## src/rtl/ps2tx_pkg.sv

```systemverilog
// Shared types for the keyboard link command sender.
// Assumes: the frame carries 8 data bits, odd parity and one stop bit.
package ps2tx_pkg;

    typedef enum logic [2:0] {
        ST_IDLE,
        ST_WAIT,
        ST_INHIBIT,
        ST_XFER,
        ST_HOLD
    } tx_state_t;

    // Returns the bit that makes the total count of ones odd.
    function automatic logic odd_par(input logic [7:0] b);
        return ~^b;
    endfunction

endpackage

```

## src/rtl/ps2tx_sync.sv

```systemverilog
// Two-flop synchronizers, one per asynchronous line.
// Assumes: the lines idle high, so every stage resets to 1.
module ps2tx_sync #(
    parameter int WIDTH = 2
) (
    input  logic             clk,
    input  logic             rst_n,
    input  logic [WIDTH-1:0] din,
    output logic [WIDTH-1:0] dout
);

    for (genvar g = 0; g < WIDTH; g++) begin : g_line
        logic [1:0] stg;

        // Shifts the raw line level through two flops.
        always_ff @(posedge clk) begin
            if (!rst_n) stg <= 2'b11;
            else        stg <= {stg[0], din[g]};
        end

        assign dout[g] = stg[1];
    end

endmodule

```

## src/rtl/ps2tx_phase_timer.sv

```systemverilog
// Finds falling edges of the synchronized clock and measures how long the
// current clock phase has lasted. The expiry flag rises once the phase
// reaches TIMEOUT_CYCLES.
// Assumes: line_i is already synchronized; restart_i clears the count.
module ps2tx_phase_timer #(
    parameter int TIMEOUT_CYCLES = 5000
) (
    input  logic clk,
    input  logic rst_n,
    input  logic line_i,
    input  logic restart_i,
    output logic fall_o,
    output logic expired_o
);

    localparam int CW = $clog2(TIMEOUT_CYCLES + 1);

    logic          prev_q;
    logic [CW-1:0] cnt_q;

    // Keeps the previous level and counts cycles since the last change.
    always_ff @(posedge clk) begin
        if (!rst_n) begin
            prev_q <= 1'b1;
            cnt_q  <= '0;
        end else begin
            prev_q <= line_i;
            if (restart_i || (line_i != prev_q))
                cnt_q <= '0;
            else if (cnt_q != CW'(TIMEOUT_CYCLES))
                cnt_q <= cnt_q + 1'b1;
        end
    end

    assign fall_o    = prev_q & ~line_i;
    assign expired_o = (cnt_q == CW'(TIMEOUT_CYCLES));

    // the phase count saturates and never passes the timeout.
    a_r9_count_bounded: assert property (@(posedge clk) disable iff (!rst_n)
        cnt_q <= CW'(TIMEOUT_CYCLES));

endmodule

```

## src/rtl/ps2tx_frame_monitor.sv

```systemverilog
// Tracks a frame sent by the device while the host is not transmitting.
// The frame is taken as active from the first falling edge until the last
// one, or until the clock has stayed quiet for the timeout.
// Assumes: enable_i is low whenever the host itself owns the link.
module ps2tx_frame_monitor #(
    parameter int FRAME_BITS = 11
) (
    input  logic clk,
    input  logic rst_n,
    input  logic enable_i,
    input  logic fall_i,
    input  logic quiet_i,
    output logic active_o
);

    localparam int FW = $clog2(FRAME_BITS + 1);

    logic [FW-1:0] cnt_q;

    // Counts device falling edges and wraps to zero when a frame completes.
    always_ff @(posedge clk) begin
        if (!rst_n || !enable_i)
            cnt_q <= '0;
        else if (fall_i)
            cnt_q <= (cnt_q == FW'(FRAME_BITS - 1)) ? '0 : cnt_q + 1'b1;
        else if (quiet_i)
            cnt_q <= '0;
    end

    assign active_o = (cnt_q != '0);

    // the edge count stays inside one frame.
    a_r3_frame_bounded: assert property (@(posedge clk) disable iff (!rst_n)
        cnt_q < FW'(FRAME_BITS));

endmodule

```

## src/rtl/ps2_cmd_tx.sv

```systemverilog
// Host-side command sender for a two-wire keyboard link on which the device
// clocks. It clamps the clock, asserts the start bit, and moves the data bits,
// odd parity and stop bit out on device falling edges. It then checks the
// acknowledge and clamps the clock again.
// Assumes: the lines are open-drain and driven only through the *_oe_o
// outputs. The line inputs are asynchronous.
module ps2_cmd_tx
    import ps2tx_pkg::*;
#(
    parameter int INHIBIT_CYCLES = 3000,
    parameter int TIMEOUT_CYCLES = 5000,
    parameter int HOLD_CYCLES    = 5000
) (
    input  logic       clk,
    input  logic       rst_n,
    input  logic       send_i,
    input  logic [7:0] cmd_i,
    input  logic       kbd_clk_i,
    input  logic       kbd_data_i,
    output logic       kbd_clk_oe_o,
    output logic       kbd_data_oe_o,
    output logic       busy_o,
    output logic       done_o,
    output logic       err_o
);

    localparam int CNT_MAX   = (INHIBIT_CYCLES > HOLD_CYCLES) ? INHIBIT_CYCLES : HOLD_CYCLES;
    localparam int CW        = $clog2(CNT_MAX + 1);
    localparam int ACK_SLOT  = 10;

    tx_state_t     state_q;
    logic [CW-1:0] wait_cnt_q;
    logic [3:0]    slot_q;
    logic [9:0]    shreg_q;
    logic          clk_oe_q, data_oe_q, done_q, err_q;
    logic [1:0]    lines_s;
    logic          clk_s, data_s;
    logic          fall, expired, restart, frame_active, mon_en;

    ps2tx_sync #(.WIDTH(2)) sync_i (
        .clk  (clk),
        .rst_n(rst_n),
        .din  ({kbd_data_i, kbd_clk_i}),
        .dout (lines_s)
    );

    assign clk_s  = lines_s[0];
    assign data_s = lines_s[1];

    ps2tx_phase_timer #(.TIMEOUT_CYCLES(TIMEOUT_CYCLES)) timer_i (
        .clk      (clk),
        .rst_n    (rst_n),
        .line_i   (clk_s),
        .restart_i(restart),
        .fall_o   (fall),
        .expired_o(expired)
    );

    ps2tx_frame_monitor #(.FRAME_BITS(11)) mon_i (
        .clk     (clk),
        .rst_n   (rst_n),
        .enable_i(mon_en),
        .fall_i  (fall),
        .quiet_i (expired),
        .active_o(frame_active)
    );

    // Decodes the timer restart and the monitor enable from the state.
    always_comb begin
        restart = (state_q == ST_INHIBIT) && (wait_cnt_q == CW'(INHIBIT_CYCLES - 1));
        mon_en  = (state_q == ST_IDLE) || (state_q == ST_WAIT);
    end

    // Main sequencer: request, deferral, inhibit, bit shifting, acknowledge, hold.
    always_ff @(posedge clk) begin
        if (!rst_n) begin
            state_q    <= ST_IDLE;
            wait_cnt_q <= '0;
            slot_q     <= '0;
            shreg_q    <= '1;
            clk_oe_q   <= 1'b0;
            data_oe_q  <= 1'b0;
            done_q     <= 1'b0;
            err_q      <= 1'b0;
        end else begin
            done_q <= 1'b0;
            err_q  <= 1'b0;
            case (state_q)
                ST_IDLE: begin
                    clk_oe_q  <= 1'b0;
                    data_oe_q <= 1'b0;
                    if (send_i) begin
                        shreg_q <= {1'b1, odd_par(cmd_i), cmd_i};
                        if (frame_active) begin
                            state_q <= ST_WAIT;
                        end else begin
                            state_q    <= ST_INHIBIT;
                            clk_oe_q   <= 1'b1;
                            wait_cnt_q <= '0;
                        end
                    end
                end
                ST_WAIT: begin
                    if (!frame_active && clk_s) begin
                        state_q    <= ST_INHIBIT;
                        clk_oe_q   <= 1'b1;
                        wait_cnt_q <= '0;
                    end
                end
                ST_INHIBIT: begin
                    if (wait_cnt_q == CW'(INHIBIT_CYCLES - 1)) begin
                        state_q   <= ST_XFER;
                        clk_oe_q  <= 1'b0;
                        data_oe_q <= 1'b1;
                        slot_q    <= '0;
                    end else begin
                        wait_cnt_q <= wait_cnt_q + 1'b1;
                    end
                end
                ST_XFER: begin
                    if (fall) begin
                        slot_q <= slot_q + 4'd1;
                        if (slot_q == 4'(ACK_SLOT)) begin
                            data_oe_q <= 1'b0;
                            if (!data_s) begin
                                state_q    <= ST_HOLD;
                                clk_oe_q   <= 1'b1;
                                wait_cnt_q <= '0;
                                done_q     <= 1'b1;
                            end else begin
                                state_q <= ST_IDLE;
                                err_q   <= 1'b1;
                            end
                        end else begin
                            data_oe_q <= ~shreg_q[0];
                            shreg_q   <= {1'b1, shreg_q[9:1]};
                        end
                    end else if (expired) begin
                        state_q   <= ST_IDLE;
                        clk_oe_q  <= 1'b0;
                        data_oe_q <= 1'b0;
                        err_q     <= 1'b1;
                    end
                end
                ST_HOLD: begin
                    if (send_i) begin
                        shreg_q    <= {1'b1, odd_par(cmd_i), cmd_i};
                        state_q    <= ST_INHIBIT;
                        wait_cnt_q <= '0;
                    end else if (wait_cnt_q == CW'(HOLD_CYCLES - 1)) begin
                        state_q  <= ST_IDLE;
                        clk_oe_q <= 1'b0;
                    end else begin
                        wait_cnt_q <= wait_cnt_q + 1'b1;
                    end
                end
                default: state_q <= ST_IDLE;
            endcase
        end
    end

    assign kbd_clk_oe_o  = clk_oe_q;
    assign kbd_data_oe_o = data_oe_q;
    assign busy_o        = (state_q == ST_WAIT) || (state_q == ST_INHIBIT) || (state_q == ST_XFER);
    assign done_o        = done_q;
    assign err_o         = err_q;

    // the cycle after a reset shows everything released and quiet.
    a_r1_reset_quiet: assert property (@(posedge clk) disable iff (!rst_n)
        $past(!rst_n) |-> (!kbd_clk_oe_o && !kbd_data_oe_o && !busy_o && !done_o && !err_o));

    // releasing the clock during a transfer always comes with the start bit.
    a_r2_start_with_release: assert property (@(posedge clk) disable iff (!rst_n)
        ($fell(kbd_clk_oe_o) && busy_o) |-> kbd_data_oe_o);

    // a completed command clamps the clock in the same cycle.
    a_r7_done_clamps: assert property (@(posedge clk) disable iff (!rst_n)
        done_o |-> (kbd_clk_oe_o && !err_o));

    // any error leaves both lines released.
    a_r9_err_release: assert property (@(posedge clk) disable iff (!rst_n)
        err_o |-> (!kbd_clk_oe_o && !kbd_data_oe_o));

    // busy only ends together with a done or error pulse.
    a_r10_busy_end: assert property (@(posedge clk) disable iff (!rst_n)
        $fell(busy_o) |-> (done_o || err_o));

    // while deferring, the clock is never clamped.
    a_r3_defer_no_clamp: assert property (@(posedge clk) disable iff (!rst_n)
        (state_q == ST_WAIT) |-> !kbd_clk_oe_o);

endmodule

```

## config.mk

```make
export PLATFORM = sky130hd
export DESIGN_NAME = ps2_cmd_tx
export DESIGN_NICKNAME = d
export VERILOG_FILES = /design/src/rtl/ps2tx_pkg.sv /design/src/rtl/ps2tx_sync.sv /design/src/rtl/ps2tx_phase_timer.sv /design/src/rtl/ps2tx_frame_monitor.sv /design/src/rtl/ps2_cmd_tx.sv
export SDC_FILE = /design/constraint.sdc
export NUM_CORES = 1
export LEC_CHECK = 0
export BUFFER_PORTS_ARGS = -buffer_cell sky130_fd_sc_hd__buf_2
export CORE_AREA = 2 2 81 83
export CTS_BUF_LIST = sky130_fd_sc_hd__clkbuf_16
export CTS_CLUSTER_DIAMETER = 30
export CTS_CLUSTER_SIZE = 28
export DETAILED_ROUTE_END_ITERATION = 8
export DIE_AREA = 0 0 83 85
export PLACE_DENSITY = 0.67
export SLEW_MARGIN = 40
export SYNTH_ARGS = -nofsm -noshare
export SYNTH_HDL_FRONTEND = slang
export SYNTH_SLANG_ARGS = --single-unit
```

## constraint.sdc

```tcl
create_clock -name clk -period 2.9 [get_ports clk]
set_clock_uncertainty 0.1 [all_clocks]
set_input_delay 0.145 -clock clk [delete_from_list [all_inputs] [get_ports clk]]
set_output_delay 0.145 -clock clk [all_outputs]
set_load 0.005 [all_outputs]
```

==> impl_metrics.tcl, run 1 <==
set metrics [dict create \
    multiInputGateArea_mm2 0.001821 \
    htree_levels 2 \
    status "finished clean" \
    p_leak_nw 1.311 \
    setup_tns_ns 0 \
    cp-startpoint "mon_i.cnt_q[0]" \
    final_util 0.5392 \
    cap_violations 0 \
    post_cts_resized 0 \
    diodes 0 \
    setup_slack_ns 0.5200 \
    cts_made_buffers 5 \
    crit_end "wait_cnt_q[8]" \
    die_area_mm2 0.007055 \
    start_util 0.4888 \
    dieHeight_um 85 \
    via_per_inst 5.873 \
    path_max_fanout 3 \
    port_buffers 17 \
    tightestPinTransition_ns 0.6440 \
    area_growth_pct 10.31 \
    path_class "flip-flop to flip-flop" \
    cts_buffer_depth 2 \
    dr.pass1.iters 5 \
    stdcell_count 455 \
    design_area_mm2 0.003346 \
    critPathRequiredTime_ns 3.00 \
    ir_worst_vdd_mv 0.4542 \
    dp_cells 445 \
    layout_worst_path_cycle_share 0.8207 \
    crit_path_start_kind "flip-flop" \
    postCtsSetupBuffers 0 \
    r2r_end "wait_cnt_q[8]" \
    ant_nets 0 \
    place_hpwl_mm 4.781 \
    grt_pass1_wl_mm 11.57 \
    track_usage 0.1948 \
    grt_overflow 0 \
    cts_root_buf "clkbuf_16" \
    drt_iter0_drc 199 \
    hold_viol 0 \
    core-area_mm2 0.006205 \
    synthesis.nets 382 \
    grt_start_max_net_pins 27 \
    ys_ff_latch 55 \
    preCtsSetupSlack_ns 0.5700 \
    fmax_mhz 420.2 \
    clock_sinks 55 \
    timing.reg2reg.setup_slack_ns 0.52 \
    clkTransAtPathRegs_ns 0.07 \
    reg2reg_depth 7 \
    regArea_mm2 0.001101 \
    vias 2672 \
    die_x_um 83 \
    synth_edf_count 0 \
    grt_pass1_vias 2473 \
    drive_gt1_frac 0.1323 \
    placed_area_mm2 0.003182 \
    drc 0 \
    worstPathArrival_ns 2.48 \
    async_flop_share 0 \
    clk_latency_ns 0.30 \
    ios 18 \
    min_path_type "input pin to flip-flop" \
    timing.final.crit_period_ns 2.380 \
    slew_headroom 0.5695 \
    synth_flop_cell "dfxtp_1" \
    synthesis.area_mm2 0.003033 \
    n_fill_cell 582 \
    syn_inst 360 \
    synth_cell_types 67 \
    wire_per_inst_um 14.52 \
    r2r-start "mon_i.cnt_q[0]" \
    finalNetCount 399 \
    pwr_density_cell_mw_per_mm2 649.7 \
    end_kind "flip-flop" \
    ys_seq_area_frac 0.3630 \
    syn_area_per_cell_um2 8.425 \
    num_rows 29 \
    ctsHoldBuffers 2 \
    final_max_slew_viol_count 0 \
    drt-total-wl_mm 6.607 \
    grt_antenna_before_repair 0 \
    cts_tree "done" \
    setup_viol 0 \
    ys_warn_count 0 \
    gp_congestion 0.8612 \
    rsz0062_at_grt "no" \
]
[cells in the mapped netlist (all sizes together), types with 3 or more instances]
master  count  share of area
dfxtp      55           0.36
nor2       45          0.057
nand2      39          0.048
nand3      22          0.036
o21ai      18          0.032
inv        15          0.019
and3       13          0.027
a31oi      11          0.023
a21oi      10          0.017
xnor2      10          0.029
xor2       10          0.029
clkbuf      9          0.011
ha          9          0.037
nor3        7          0.013
mux2i       6          0.020
nand2b      6          0.012
nand4       6          0.012
or3         5          0.010
a211oi      4         0.0099
nor4        4          0.012
nor4b       4          0.021
buf         3         0.0070
nor3b       3         0.0074
o41ai       3          0.017
[flip-flops by register name, indices dropped and copies added, names as in the netlist, 3 cells and up]
register,flops
sync_i.g_line.stg,4
slot_q,4
shreg_q,9
state_q,3
mon_i.cnt_q,4
wait_cnt_q,13
timer_i.cnt_q,13
[through the flow]
stage / power, mW / hold WS (ns)
CTS: 2.182 / 0.09822
detailed placement: 1.575 / 0.2348
global route: 2.305 / 0.1216
floorplan: 1.409 / 0.1465
finish: 2.174 / 0.1011
global placement: 1.573 / 0.2305
[placed cells by master, fill, tap and decap left out, types with 3 or more instances in the layout]
cell type / netlist / routed
a211oi_1: 4 / 4
a21oi_1: 10 / 10
a31oi_1: 11 / 11
and3_1: 12 / 12
buf_2: 2 / 17
buf_4: 0 / 3
clkbuf_16: 0 / 5
dfxtp_1: 55 / 55
ha_1: 9 / 9
inv_1: 15 / 15
mux2i_1: 6 / 6
nand2_1: 39 / 39
nand2b_1: 6 / 6
nand3_1: 22 / 22
nand4_1: 6 / 6
nor2_1: 43 / 43
nor3_1: 6 / 6
nor3b_1: 3 / 3
o21ai_0: 15 / 15
or3_1: 5 / 5
xnor2_1: 10 / 10
xor2_1: 10 / 10
[worst max-delay path, cell delays in order (launching register included)]
cell	delay, ns
dfxtp_1	0.33
inv_1	0.11
ha_1	0.19
nor4bb_1	0.51
o21ai_0	0.19
a211oi_1	0.47
a31oi_1	0.15
a211oi_1	0.25
[cell type report]
type | instances | area share
flip-flops and latches | 55 | 0.3291
inverters | 15 | 0.01683
clock inverters | 3 | 0.005610
multi-input cells | 278 | 0.5441
well taps | 77 | 0.02880
repair buffers | 22 | 0.03814
clock buffers | 5 | 0.03740
[cells by family (layout without fill, tap and decap cells)]
kind of cell,count (synthesis),after routing,synth area share
simple gates,173,173,0.3131
flops,55,55,0.3630
xor+xnor,20,20,0.05775
fa+ha+maj,9,9,0.03713
buf+inv,27,45,0.03671
mux,6,6,0.01980
compound gates,70,70,0.1725
[per-layer routing]
| metal | routed length, um | up-vias | share of wire | GRT usage |
|---|---|---|---|---|
| met1 | 3172 | 1248 | 0.48 | 0.2600 |
| li1 | - | 1345 | - | - |
| met2 | 3080 | 71 | 0.47 | 0.3248 |
| met4 | 69 | 0 | 0.010 | 0.06408 |
| met3 | 284 | 8 | 0.043 | 0.03016 |
| met5 | 0 | - | 0 | 0 |
[where the power goes]
part           internal [mW]  switching (mW)
Clock                  0.321           0.289
Combinational          0.270           0.381
Sequential             0.830          0.0826
[worst min-delay path by stage]
stage | from | to | slack (ns) | cells after the start
final | rst_n | slot_q[2] | 0.10 | 3
after global routing | rst_n | slot_q[2] | 0.12 | 3
after CTS | rst_n | slot_q[2] | 0.1 | 3
after detailed placement | kbd_data_i | sync_i.g_line[1].stg[0] | 0.23 | 2
after global placement | kbd_data_i | sync_i.g_line[1].stg[0] | 0.23 | 2
after floorplan | kbd_clk_i | sync_i.g_line[0].stg[0] | 0.15 | 1
(Power assumes the default switching activity.)
==> run 2, diff against run 1 <==
==> constraint.sdc (replaced) <==
create_clock -name clk -period 2.44 [get_ports clk]
set_clock_uncertainty 0.1 [all_clocks]
set_input_delay 0.122 -clock clk [delete_from_list [all_inputs] [get_ports clk]]
set_output_delay 0.122 -clock clk [all_outputs]
set_load 0.005 [all_outputs]
==> run 2 against run 1 <==
Effect of this change:
- via count hardly changed
- die area stayed put
- first-iteration DRC count is 6.5% lower
- critical path depth is 1 lower
- worst hold slack worse by 0.056 ns
- critical endpoint is now wait_cnt_q[4]
- sequential power is 16% higher
- cell area is 1.5% higher
- largest power group unchanged
- core utilization is 0.81 points higher
- combinational power is 29% higher
- register-to-register slack worse by 0.32 ns
==> impl_metrics.tcl, run 2 (synthesis results as in run 1) <==
set metrics [dict create \
    grt_pass1_wl_mm 11.89 \
    design_area_mm2 0.003396 \
    path_class "flip-flop to flip-flop" \
    ir_worst_vdd_mv 0.4146 \
    post_cts_resized 0 \
    crit_path_start_kind "flip-flop" \
    grt_start_max_net_pins 31 \
    cts_made_buffers 5 \
    clock_sinks 55 \
    via_per_inst 5.781 \
    worstPathArrival_ns 2.30 \
    slowest_delay_ns 0.61 \
    clkTransAtPathRegs_ns 0.07 \
    end_kind "flip-flop" \
    crit_slowest_cell "o41ai_4" \
    grt_pass1_vias 2575 \
    p_leak_nw 1.345 \
    ios 18 \
    num_rows 29 \
    port_buffers 17 \
    cts_tree "done" \
    cts_buffer_depth 2 \
    start_util 0.4888 \
    grt_antenna_before_repair 0 \
    timing.final.crit_period_ns 2.238 \
    cap_violations 0 \
    cts_root_buf "clkbuf_16" \
    finalNetCount 406 \
    fmax_mhz 446.7 \
    final_max_slew_viol_count 0 \
    dr.pass1.iters 4 \
    drt-total-wl_mm 6.766 \
    core-area_mm2 0.006205 \
    pwr_density_cell_mw_per_mm2 765.0 \
    path_max_fanout 6 \
    drc 0 \
    rsz0062_at_grt "no" \
    tightestPinTransition_ns 0.5701 \
    vias 2671 \
    die_x_um 83 \
    area_growth_pct 11.96 \
    postCtsSetupBuffers 0 \
    layout_common_cells "dfxtp_1, nor2_1, nand2_1, nand3_1, buf_2" \
    htree_levels 2 \
    layout_worst_path_cycle_share 0.9174 \
    slew_headroom 0.6174 \
    setup_tns_ns 0 \
    setup_viol 0 \
    worstPathCellList "ha_1, nand4_1, o41ai_4, a311o_4, o32a_2, o31ai_1" \
    hold_viol 0 \
    ant_nets 0 \
    place_hpwl_mm 4.939 \
    diodes 0 \
    p_total_mw 2.598 \
    critPathRequiredTime_ns 2.51 \
    dieHeight_um 85 \
    reg_top3 "timer_i.cnt_q (13), wait_cnt_q (13), shreg_q (9)" \
    gp_congestion 0.8911 \
    drive_gt1_frac 0.1429 \
    die_area_mm2 0.007055 \
    track_usage 0.2005 \
    grt_overflow 0 \
    placed_area_mm2 0.003234 \
    drt_iter0_drc 186 \
    status "finished clean" \
    clk_latency_ns 0.29 \
    min_path_type "input pin to flip-flop" \
    wire_per_inst_um 14.65 \
    final_common_cell "dfxtp_1" \
    n_fill_cell 571 \
]
-- run 2: cell types whose count changed in the layout (fill, tap and decap cells not counted) --
| cell | previous run | this run |
|---|---|---|
| buf_4 | 3 | 10 |
| clkinv_1 | 0 | 1 |
| clkinv_2 | 2 | 0 |
| clkinv_4 | 0 | 1 |
| inv_1 | 15 | 16 |
| inv_6 | 1 | 0 |
-- run 2: per-stage QoR --
| step | hold WS (ns) | util | setup WS [ns] | instances |
|---|---|---|---|---|
| detailed placement | 0.2084 | 0.5213 | 0.2341 | 452 |
| global placement | 0.2053 | 0.5213 | 0.3137 | 452 |
| global route | 0.04244 | 0.5473 | 0.04373 | 462 |
| finish | 0.04487 | 0.5473 | 0.2015 | 462 |
| floorplan | 0.1235 | - | 0.4484 | 360 |
| CTS | 0.03517 | 0.5473 | 0.2118 | 462 |
-- run 2: per-layer routing --
metal,vias up,track usage,part of all wire
met3,8,0.03405,0.044
met1,1247,0.2694,0.48
met2,65,0.3336,0.47
li1,1351,-,-
met4,0,0.05812,0.012
met5,-,0,0
-- run 2: power by group --
group	switching (mW)	internal (mW)	leakage [nW]
combinational	0.489	0.350	0.825
sequential	0.0712	0.987	0.447
clock	0.325	0.376	0.0726
-- run 2: worst paths after layout --
path                            from                      end  slack (ns)  cells after the start
max                    wait_cnt_q[0]            wait_cnt_q[4]        0.20                      6
min                            rst_n                slot_q[2]        0.04                      3
max reg2reg            wait_cnt_q[0]            wait_cnt_q[4]        0.20                      6
min reg2reg  sync_i.g_line[1].stg[0]  sync_i.g_line[1].stg[1]        0.31                      1
-- run 2: cell type report --
type / instances / area, um^2 / area share
inverters: 15 / 56.30 / 0.01658
clock buffers: 5 / 125.1 / 0.03685
flip-flops and latches: 55 / 1101 / 0.3242
clock inverters: 3 / 16.27 / 0.004790
multi-input cells: 278 / 1821 / 0.5361
well taps: 77 / 96.34 / 0.02837
repair buffers: 29 / 180.2 / 0.05306
-- run 2: repair_timing --
item | CTS | global route
setup endpoints to repair | 0 | 0
hold endpoints to repair | 2 | 0
hold buffers | 2 | 0
-- run 2: critical path: cells and delay by family (launching register included) --
kind	cells	cell delay, ns
flip-flops	1	0.39
adder cells (fa/ha/maj)	1	0.24
AO/OA/AOI/OAI	4	1.05
AND/OR/NAND/NOR	1	0.34
